### config.mk
export PLATFORM = sky130hd
export DESIGN_NAME = chsort_net
export DESIGN_NICKNAME = d
export VERILOG_FILES = /design/src/rtl/chsort_pkg.sv /design/src/rtl/chsort_cx.sv /design/src/rtl/chsort_layer.sv /design/src/rtl/chsort_net.sv
export SDC_FILE = /design/constraint.sdc
export NUM_CORES = 1
export LEC_CHECK = 0
export BUFFER_PORTS_ARGS = -buffer_cell sky130_fd_sc_hd__buf_4
export CORE_MARGIN = 1.5
export CORE_UTILIZATION = 60
export DETAILED_ROUTE_END_ITERATION = 8
export PLACE_DENSITY = 0.85
export SKIP_LAST_GASP = 1
export SYNTH_ARGS = -nofsm -noshare
export SYNTH_HDL_FRONTEND = slang
export SYNTH_SLANG_ARGS = --single-unit
### constraint.sdc
create_clock -name clk -period 4.01 [get_ports clk]
set_input_delay 0 -clock clk [delete_from_list [all_inputs] [get_ports clk]]
set_output_delay 0 -clock clk [all_outputs]
set_load 0.01 [all_outputs]
### src/rtl/chsort_pkg.sv
package chsort_pkg;

  typedef enum logic [1:0] {
    CX_PASS  = 2'd0,
    CX_SWAP  = 2'd1,
    CX_MERGE = 2'd2
  } cx_act_e;

  // Width of one packed lane: valid, rep, ndro, seq, chan, data.
  function automatic int lane_width(input int seq_w, input int data_w, input int chan_w);
    return 3 + seq_w + data_w + chan_w;
  endfunction

  // Number of comparator layers for a power-of-two lane count.
  function automatic int net_depth(input int n);
    int lg;
    lg = $clog2(n);
    return lg * (lg + 1) / 2;
  endfunction

  // Block size p of layer s.
  function automatic int layer_p(input int n, input int s);
    int cnt;
    int res;
    cnt = 0;
    res = 1;
    for (int p = 1; p < n; p = p * 2)
      for (int k = p; k >= 1; k = k / 2) begin
        if (cnt == s) res = p;
        cnt++;
      end
    return res;
  endfunction

  // Comparator distance k of layer s.
  function automatic int layer_k(input int n, input int s);
    int cnt;
    int res;
    cnt = 0;
    res = 1;
    for (int p = 1; p < n; p = p * 2)
      for (int k = p; k >= 1; k = k / 2) begin
        if (cnt == s) res = k;
        cnt++;
      end
    return res;
  endfunction

  // True when lane x is the lower input of a comparator in layer s.
  function automatic bit lane_is_low(input int n, input int s, input int x);
    int p;
    int k;
    int off;
    p = layer_p(n, s);
    k = layer_k(n, s);
    if (x < 0 || x + k >= n) return 1'b0;
    if ((x / (2 * p)) != ((x + k) / (2 * p))) return 1'b0;
    off = x - (k % p);
    if (off < 0) return 1'b0;
    return (off % (2 * k)) < k;
  endfunction

  // True when lane x is the upper input of a comparator in layer s.
  function automatic bit lane_is_high(input int n, input int s, input int x);
    int k;
    k = layer_k(n, s);
    if (x < k) return 1'b0;
    return lane_is_low(n, s, x - k);
  endfunction

endpackage

### src/rtl/chsort_cx.sv
module chsort_cx
  import chsort_pkg::*;
#(
  parameter int SEQ_W  = 4,
  parameter int DATA_W = 32,
  parameter int CHAN_W = 3,
  localparam int LANE_W = lane_width(SEQ_W, DATA_W, CHAN_W)
) (
  input  logic [LANE_W-1:0] a_i,
  input  logic [LANE_W-1:0] b_i,
  output logic [LANE_W-1:0] lo_o,
  output logic [LANE_W-1:0] hi_o
);
  localparam int OFF_CHAN = DATA_W;
  localparam int OFF_SEQ  = DATA_W + CHAN_W;
  localparam int OFF_NDRO = OFF_SEQ + SEQ_W;
  localparam int OFF_REP  = OFF_NDRO + 1;
  localparam int OFF_VLD  = OFF_REP + 1;

  logic              va, vb;
  logic [SEQ_W-1:0]  sa, sb;
  logic [CHAN_W-1:0] ca, cb;
  logic [DATA_W-1:0] da, db;
  logic              clean_a, clean_b;
  logic [CHAN_W:0]   key_a, key_b;
  logic              b_wins;
  cx_act_e           act;

  assign va = a_i[OFF_VLD];
  assign vb = b_i[OFF_VLD];
  assign sa = a_i[OFF_SEQ +: SEQ_W];
  assign sb = b_i[OFF_SEQ +: SEQ_W];
  assign ca = a_i[OFF_CHAN +: CHAN_W];
  assign cb = b_i[OFF_CHAN +: CHAN_W];
  assign da = a_i[DATA_W-1:0];
  assign db = b_i[DATA_W-1:0];

  // An event is "clean" when every replacement it has seen kept its data.
  assign clean_a = ~a_i[OFF_REP] | a_i[OFF_NDRO];
  assign clean_b = ~b_i[OFF_REP] | b_i[OFF_NDRO];

  // Invalid events sort after all valid ones.
  assign key_a  = {~va, ca};
  assign key_b  = {~vb, cb};
  assign b_wins = sb > sa;

  always_comb begin
    if (va && vb && (ca == cb))  act = CX_MERGE;
    else if (key_b < key_a)      act = CX_SWAP;
    else                         act = CX_PASS;
  end

  always_comb begin
    lo_o = a_i;
    hi_o = b_i;
    unique case (act)
      CX_SWAP: begin
        lo_o = b_i;
        hi_o = a_i;
      end
      CX_MERGE: begin
        lo_o = b_wins ? b_i : a_i;
        hi_o = b_wins ? a_i : b_i;
        lo_o[OFF_REP]  = 1'b1;
        lo_o[OFF_NDRO] = (da == db) & clean_a & clean_b;
        hi_o[OFF_VLD]  = 1'b0;
      end
      default: begin
        lo_o = a_i;
        hi_o = b_i;
      end
    endcase
  end

endmodule

### src/rtl/chsort_layer.sv
module chsort_layer
  import chsort_pkg::*;
#(
  parameter int LANES  = 4,
  parameter int STAGE  = 0,
  parameter int SEQ_W  = 4,
  parameter int DATA_W = 32,
  parameter int CHAN_W = 3,
  localparam int LANE_W = lane_width(SEQ_W, DATA_W, CHAN_W)
) (
  input  logic                         clk,
  input  logic                         rst,
  input  logic [LANES-1:0][LANE_W-1:0] d_i,
  output logic [LANES-1:0][LANE_W-1:0] q_o
);
  localparam int K        = layer_k(LANES, STAGE);
  localparam int OFF_REP  = DATA_W + CHAN_W + SEQ_W + 1;
  localparam int OFF_VLD  = OFF_REP + 1;

  logic [LANE_W-1:0] mix [LANES];

  for (genvar x = 0; x < LANES; x++) begin : g_lane
    if (lane_is_low(LANES, STAGE, x)) begin : g_cx
      chsort_cx #(
        .SEQ_W (SEQ_W),
        .DATA_W(DATA_W),
        .CHAN_W(CHAN_W)
      ) u_cx (
        .a_i (d_i[x]),
        .b_i (d_i[x+K]),
        .lo_o(mix[x]),
        .hi_o(mix[x+K])
      );
    end else if (!lane_is_high(LANES, STAGE, x)) begin : g_thru
      assign mix[x] = d_i[x];
    end
  end

  // Payload registers load every clock; only the valid bits are reset.
  always_ff @(posedge clk) begin
    for (int x = 0; x < LANES; x++) begin
      q_o[x] <= mix[x];
      if (rst) q_o[x][OFF_VLD] <= 1'b0;
    end
  end

  logic [LANES-1:0] vin, vq, rin, rq;
  always_comb begin
    for (int x = 0; x < LANES; x++) begin
      vin[x] = d_i[x][OFF_VLD];
      vq[x]  = q_o[x][OFF_VLD];
      rin[x] = d_i[x][OFF_REP];
      rq[x]  = q_o[x][OFF_REP];
    end
  end

  AST_VALID_NO_GROWTH: assert property (@(posedge clk) disable iff (rst)
    $countones(vq) <= $past($countones(vin)));

  AST_REP_NEVER_LOST: assert property (@(posedge clk) disable iff (rst)
    $countones(rq) >= $past($countones(rin)));

endmodule

### src/rtl/chsort_net.sv
module chsort_net
  import chsort_pkg::*;
#(
  parameter int LANES  = 4,
  parameter int SEQ_W  = 4,
  parameter int DATA_W = 32,
  parameter int CHAN_W = 3
) (
  input  logic                         clk,
  input  logic                         rst,
  input  logic [LANES-1:0]             in_valid,
  input  logic [LANES-1:0][SEQ_W-1:0]  in_seq,
  input  logic [LANES-1:0]             in_rep,
  input  logic [LANES-1:0]             in_ndro,
  input  logic [LANES-1:0][CHAN_W-1:0] in_chan,
  input  logic [LANES-1:0][DATA_W-1:0] in_data,
  output logic [LANES-1:0]             out_valid,
  output logic [LANES-1:0][SEQ_W-1:0]  out_seq,
  output logic [LANES-1:0]             out_rep,
  output logic [LANES-1:0]             out_ndro,
  output logic [LANES-1:0][CHAN_W-1:0] out_chan,
  output logic [LANES-1:0][DATA_W-1:0] out_data
);
  localparam int LANE_W = lane_width(SEQ_W, DATA_W, CHAN_W);
  localparam int STAGES = net_depth(LANES);

  logic [LANES-1:0][LANE_W-1:0] pipe [STAGES+1];

  always_comb begin
    for (int x = 0; x < LANES; x++)
      pipe[0][x] = {in_valid[x], in_rep[x], in_ndro[x], in_seq[x], in_chan[x], in_data[x]};
  end

  for (genvar s = 0; s < STAGES; s++) begin : g_layer
    chsort_layer #(
      .LANES (LANES),
      .STAGE (s),
      .SEQ_W (SEQ_W),
      .DATA_W(DATA_W),
      .CHAN_W(CHAN_W)
    ) u_layer (
      .clk(clk),
      .rst(rst),
      .d_i(pipe[s]),
      .q_o(pipe[s+1])
    );
  end

  always_comb begin
    for (int x = 0; x < LANES; x++)
      {out_valid[x], out_rep[x], out_ndro[x], out_seq[x], out_chan[x], out_data[x]} = pipe[STAGES][x];
  end

  logic dup_chan;
  always_comb begin
    dup_chan = 1'b0;
    for (int i = 0; i < LANES; i++)
      for (int j = i + 1; j < LANES; j++)
        if (out_valid[i] && out_valid[j] && (out_chan[i] == out_chan[j])) dup_chan = 1'b1;
  end

  AST_OUT_CHAN_UNIQUE: assert property (@(posedge clk) disable iff (rst)
    !dup_chan);

  AST_RESET_EMPTIES: assert property (@(posedge clk) disable iff (rst)
    $past(rst) |-> (out_valid == '0));

endmodule

# After elaboration in Yosys (flattened, before gate mapping)
# Cells that the tools add are included.
# op_classes
magnitude_cmp	10
n_eq_ne	20
mux	30
bitwise	40
n_reduce_logical	10
# op_table
operator	count
case mux 42 bit (2 select lines)	10
2-to-1 mux 42 bit	5
2-to-1 mux 41 bit	5
== test 32 bit	5
greater-than comparator 4 bit	5
less-than comparator 4 bit	5
NOT 1 bit	20
== test 3 bit	5
AND 1 bit	10
== test 2 x 1 -> 1 bit, second input constant	5
== test 2 bit, second input constant	5
logical AND 1 bit	10
2-to-1 mux 2 bit	5
OR 1 bit	10
2-to-1 mux 1 bit	5
# totals
reg_bits	504
input_bits	170
output_inout_bits	168
elab_cells	134

# Longest topological paths before layout
# logic_depth
ltp_word	6
ltp_mapped	9
ltp_nobuf	7

# Modules after synthesis
# A second synthesis with hierarchy kept.
# unflattened
cells_unflattened	1376
area_unflattened_um2	18447.7
# modules_own_cells
mod	n_inst	cells_each	area_each_um2	seq_area_each_um2
chsort_layer	3	172	3388.2	3363.2
chsort_cx	5	172	1656.6	0.0

# Worst setup path before layout
# No wires, ideal clock.
# synth_timing
kind	reg-to-reg
start	register g_layer[0].u_layer.q_o[37] (netlist bit)
end	register g_layer[1].u_layer.q_o[84] (netlist bit)
setup_ns	0.121
t_arrival_ns	1.831
t_required_ns	3.889
slack_ns	2.057
stages_incl_launch_ff	8
path_buffers	1
period_less_slack_ns	1.953
path_cell_list	dfxtp_1 -> inv_1 -> ha_1 -> a21oi_1 -> o221ai_1 -> a32oi_4 -> buf_6 -> mux2_4
# synth_via
elab_chain_len	3
# synth_lines
item	line_no	rtl
start, declared	chsort_layer.sv:14	output logic [LANES-1:0][LANE_W-1:0] q_o
start signal, assigned by index	chsort_layer.sv:42	q_o[x] <= mix[x];
greater-than comparator 4 bit	chsort_cx.sv:45	assign b_wins = sb > sa;
2-to-1 mux 41 bit	chsort_cx.sv:63	hi_o = b_wins ? a_i : b_i;
case mux 42 bit (2 select lines)	chsort_cx.sv:56	unique case (act)
named net g_layer[1].u_layer.g_lane[0].g_cx.u_cx.hi_o[0]	chsort_cx.sv:12	output logic [LANE_W-1:0] hi_o
end signal, assigned by index	chsort_layer.sv:42	
end, declared	chsort_layer.sv:14	
# The timed path passes the listed nets, and every way through them passes these cells.
# A chain may end at the register's enable or synchronous reset.

# Final worst setup path
# layout_timing
start	input in_chan[2] (netlist bit)
end	register g_layer[0].u_layer.q_o[73] (netlist bit)
# layout_via
elab_chain_len	5
word_cells_on_any_way	8
cone_classes	order compare (1); eq/ne (3); mux (3); reduce/logical (1)
# layout_lines
item	line_no	rtl
start, declared	chsort_net.sv:15	input logic [LANES-1:0][CHAN_W-1:0] in_chan,
less-than comparator 4 bit / == test 3 bit (equally long branches)	chsort_cx.sv:49, chsort_cx.sv:48	
2-to-1 mux 1 bit / logical AND 1 bit (equally long branches)	chsort_cx.sv:49, chsort_cx.sv:48	
2-to-1 mux 2 bit *	chsort_cx.sv:48	if (va && vb && (ca == cb)) act = CX_MERGE;
== test 2 bit / == test 2 x 1 -> 1 bit (equally long branches)	chsort_cx.sv:56	
case mux 42 bit (2 select lines) *	chsort_cx.sv:56	
named net g_layer[0].u_layer.g_lane[0].g_cx.u_cx.hi_o[31]	chsort_cx.sv:12	
# The timed path passes the listed nets; every way through them passes the cells marked *.

==> summary.md <==
| Metric | Value |
|---|---|
| PD cells | roughly 690 nW/um2 |
| DRT Pass-1 Iters | 7 |
| Top Registers | g_layer.u_layer.q_o: 504 flops |
| CTS clk-pin slew, worst paths | roughly 0.080 ns |
| Vias per inst | 5.64 |
| Core Box Area | 31500 um2 |
| Iter 0 DRT Violations | 1252 |
| Max-cap violations | 0 |
| Vias in the first global route | 14.7k |
| GPL Wtd Cong | approximately 0.93 |
| H-tree Lvls | 2 |
| Synth Area in Adders | 2.94% |
| Setup crit end kind | flop |
| Max Fclk | around 300 MHz |
| Worst slew pin tran | 0.935 ns |
| Sequential area share after synthesis | between 50 and 60% |
| CP startpoint kind | primary input |
| Worst EP required | around 4.4 ns |
| PnR worst setup slack | 0.678 ns |
| Residual DRC | 0 |
| Total Power | 18000 uW |
| Post-synth top area share | a little over half |
| Psw | 5450 uW |
| Initial Utilization | between 60 and 70% |
| Seq pwr share | roughly 41% |
| FP Rows | 65 |
| Yosys reg bits | between 500 and 600 |
| Share of cells above drive strength 1 | ~37% |
| Setup TNS Final | 0 ns |
| RSZ-0062 raised after global routing | no |
| ANT nets after route | 0 |
| CTS tree | built |
| Worst skew pair latency | ~0.58 ns |
| Post-Synth XOR/XNOR Area | 7.33% |
| Mapped Cells | around 1.4k |
| Arr. time, crit path | around 3.8 ns |
| Clock tree root driver cell | clkbuf_16 |
| Via count | around 14k |
| Detail Placement HPWL | roughly 38000 um |
| Post-synthesis mux area share | between 20% and 30% |
| Cell Int Power | 12500 uW |
| Crit path time final | 3.33 ns |
| Crit path max fanout | between 70 and 80 |
| Slew HR | a little under two fifths |
| GRT Residual Overflow | 0 |
| Detailed-route wire length per cell | around 25 um |
| Final setup vio count | 0 |
| Final hold violations | 0 |
| Dominant cells by area after synthesis | dfxtp_1, mux2_4, mux2_2, xor2_1, ha_1 |
| Largest register FFs | 504 |
| Simple-gate share of the synthesized area | under 10% |
| # IOs | roughly 340 |
| Die area | 33000 um2 |
| Finished Core Util | 82.8% |
| Die H | 182 um |
| Yosys top cell by area | dfxtp_1 |
| Fillers | ~1.5k |
| First-pass GRT wire length | 89600 um |
| Combinational power share | 31.9% |
| Largest family of logic cells by synthesized area | multiplexers |
| Antenna violations before repair | 10 |
| Crit Path Class | in2reg |
| Synth async-reset ratio | 0% |
| Area Overhead vs Synth | 36.2% |
| Placement Setup Slack | between 1 and 1.5 ns |
| Post-route clock period utilization | between 80 and 90% |
| Leakage | 0.0118 uW |
| Post-synth EDFFs | 0 |
| Ys flop type | dfxtp_1 |
| Post-synth cell types | 35 |
| Synth warn | 0 |
| Mapped Nets | approximately 1.6k |
| WL final | between 60000 and 70000 um |
| Complex-gate fraction of the synthesized area | around 3.1% |
| Cts bufs inserted | 48 |
| Clk sinks | 504 |
| Die X | about 180 um |
| Slew Viols, Final | 0 |
| Buffers on Ports | about 340 |
| GRT Total Usage | about 36% |
| Mapped Area | ~19000 um2 |
| Largest reg by FF count | g_layer.u_layer.q_o |
| Mean Syn Cell Area | approximately 13 um2 |
| CTS max path bufs | 3 |
| Outcome | complete, no violations |
| Hold WC Path Type | in2reg |
| Setup Fix Bufs, Post-CTS | 0 |
| Largest net degree at the start of global routing | 90 |
| Setup Skew | around 0.047 ns |
| Clock group share of total power | 26.8% |
| Nets | around 2.2k |
| Peak supply drop | 0.000465 V |
| Switching power share of the total | between 30% and 40% |
-- metal layers --
metal | vias up | global-route usage, % | part of all wire, %
li1 | 6169 | - | -
met1 | 6720 | 43.2 | 38
met2 | 826 | 61.1 | 47
met3 | 230 | 8.14 | 8.5
met4 | 8 | 19.1 | 5.8
met5 | - | 0 | 0.079
-- synth_stat cells, types with 3 or more instances --
| cell | count |
|---|---|
| buf_6 | 36 |
| nor2b_1 | 6 |
| nand2_1 | 29 |
| o21ai_0 | 34 |
| mux2i_1 | 12 |
| mux2_4 | 219 |
| o22ai_1 | 10 |
| inv_1 | 57 |
| nand3_1 | 29 |
| and2_1 | 3 |
| ha_1 | 45 |
| buf_4 | 7 |
| and4_1 | 5 |
| o211ai_1 | 12 |
| xnor2_1 | 45 |
| mux2_2 | 105 |
| nor4_1 | 30 |
| clkbuf_1 | 7 |
| xor2_1 | 115 |
| dfxtp_1 | 504 |
| nor3_1 | 10 |
| nand4_1 | 27 |
| o21ai_1 | 9 |
| a21oi_1 | 16 |
| mux2_1 | 36 |
| a21o_1 | 6 |
-- worst max-delay path, stage by stage --
cell	delay (ns)
dlygate4sd3_1	0.55
buf_4	0.13
inv_1	0.05
ha_1	0.32
nand4_1	0.33
o211ai_1	0.53
and2_4	0.38
buf_12	0.46
mux2_4	0.35
dlygate4sd3_1	0.57
-- layout by cell type, fill, tap and decap left out, types with 36 or more instances in the layout --
cell type	instances
dlygate4sd3_1	253
mux2_4	219
mux2_2	105
buf_4	343
dfxtp_1	504
inv_1	57
ha_1	45
xnor2_1	45
mux2_1	36
clkbuf_16	48
xor2_1	115
-- worst paths after layout --
kind	cells past startpoint	slack (ns)	startpoint	endpoint
max reg2reg	8	1.23	g_layer[1].u_layer.q_o[116]$_DFF_P_	g_layer[2].u_layer.q_o[100]$_DFF_P_
min reg2reg	0	0.31	g_layer[1].u_layer.q_o[127]$_DFF_P_	g_layer[2].u_layer.q_o[127]$_DFF_P_
max	10	0.68	in_chan[2]	g_layer[0].u_layer.q_o[73]$_DFF_P_
min	3	0.22	in_data[55]	g_layer[0].u_layer.q_o[65]$_DFF_P_
-- power groups by stage --
| stage | Clock, uW | Sequential [uW] | Combinational [uW] |
|---|---|---|---|
| global route | 5020 | 7510 | 5990 |
| CTS | 4740 | 7330 | 5570 |
| global placement | 0 | 7380 | 5140 |
| floorplan | 0 | 7420 | 3240 |
| detailed placement | 0 | 7410 | 5250 |
| finish | 4810 | 7430 | 5730 |
-- timing repair --
item	in CTS	in global routing
hold buffers	253	0
hold endpoints to repair	176	0
gates resized for setup	0	0
-- area by class of cell --
cell class	count	area, um2	share of cell area [%]
Antenna cell	6	15.0	0.0576
Clock buffer	67	1410	5.42
Clock inverter	22	264	1.01
Inverter	57	214	0.821
Multi-Input combinational cell	814	8350	32.1
Sequential cell	504	10100	38.7
Tap cell	402	503	1.93
Timing Repair Buffer	601	5210	20.0
-- stage by stage --
step                      area [um2]  std cells  hold slack (ns)
after detailed placement       21800       2125            0.230
after global placement         21800       2125            0.223
after CTS                      26000       2467            0.219
final                          26100       2473            0.221
after global routing           26100       2472            0.236
after floorplan                19100       1427           0.0716
-- kinds of logic (layout without fill, tap and decap cells) --
kind of cell,after synthesis,count (layout)
other cells,0,6
compound gates,94,94
flops,504,504
buf+inv,109,747
mux,372,372
xor+xnor,160,160
simple gates,143,143
fa+ha+maj,45,45
Power figures use the tool's default switching activity.
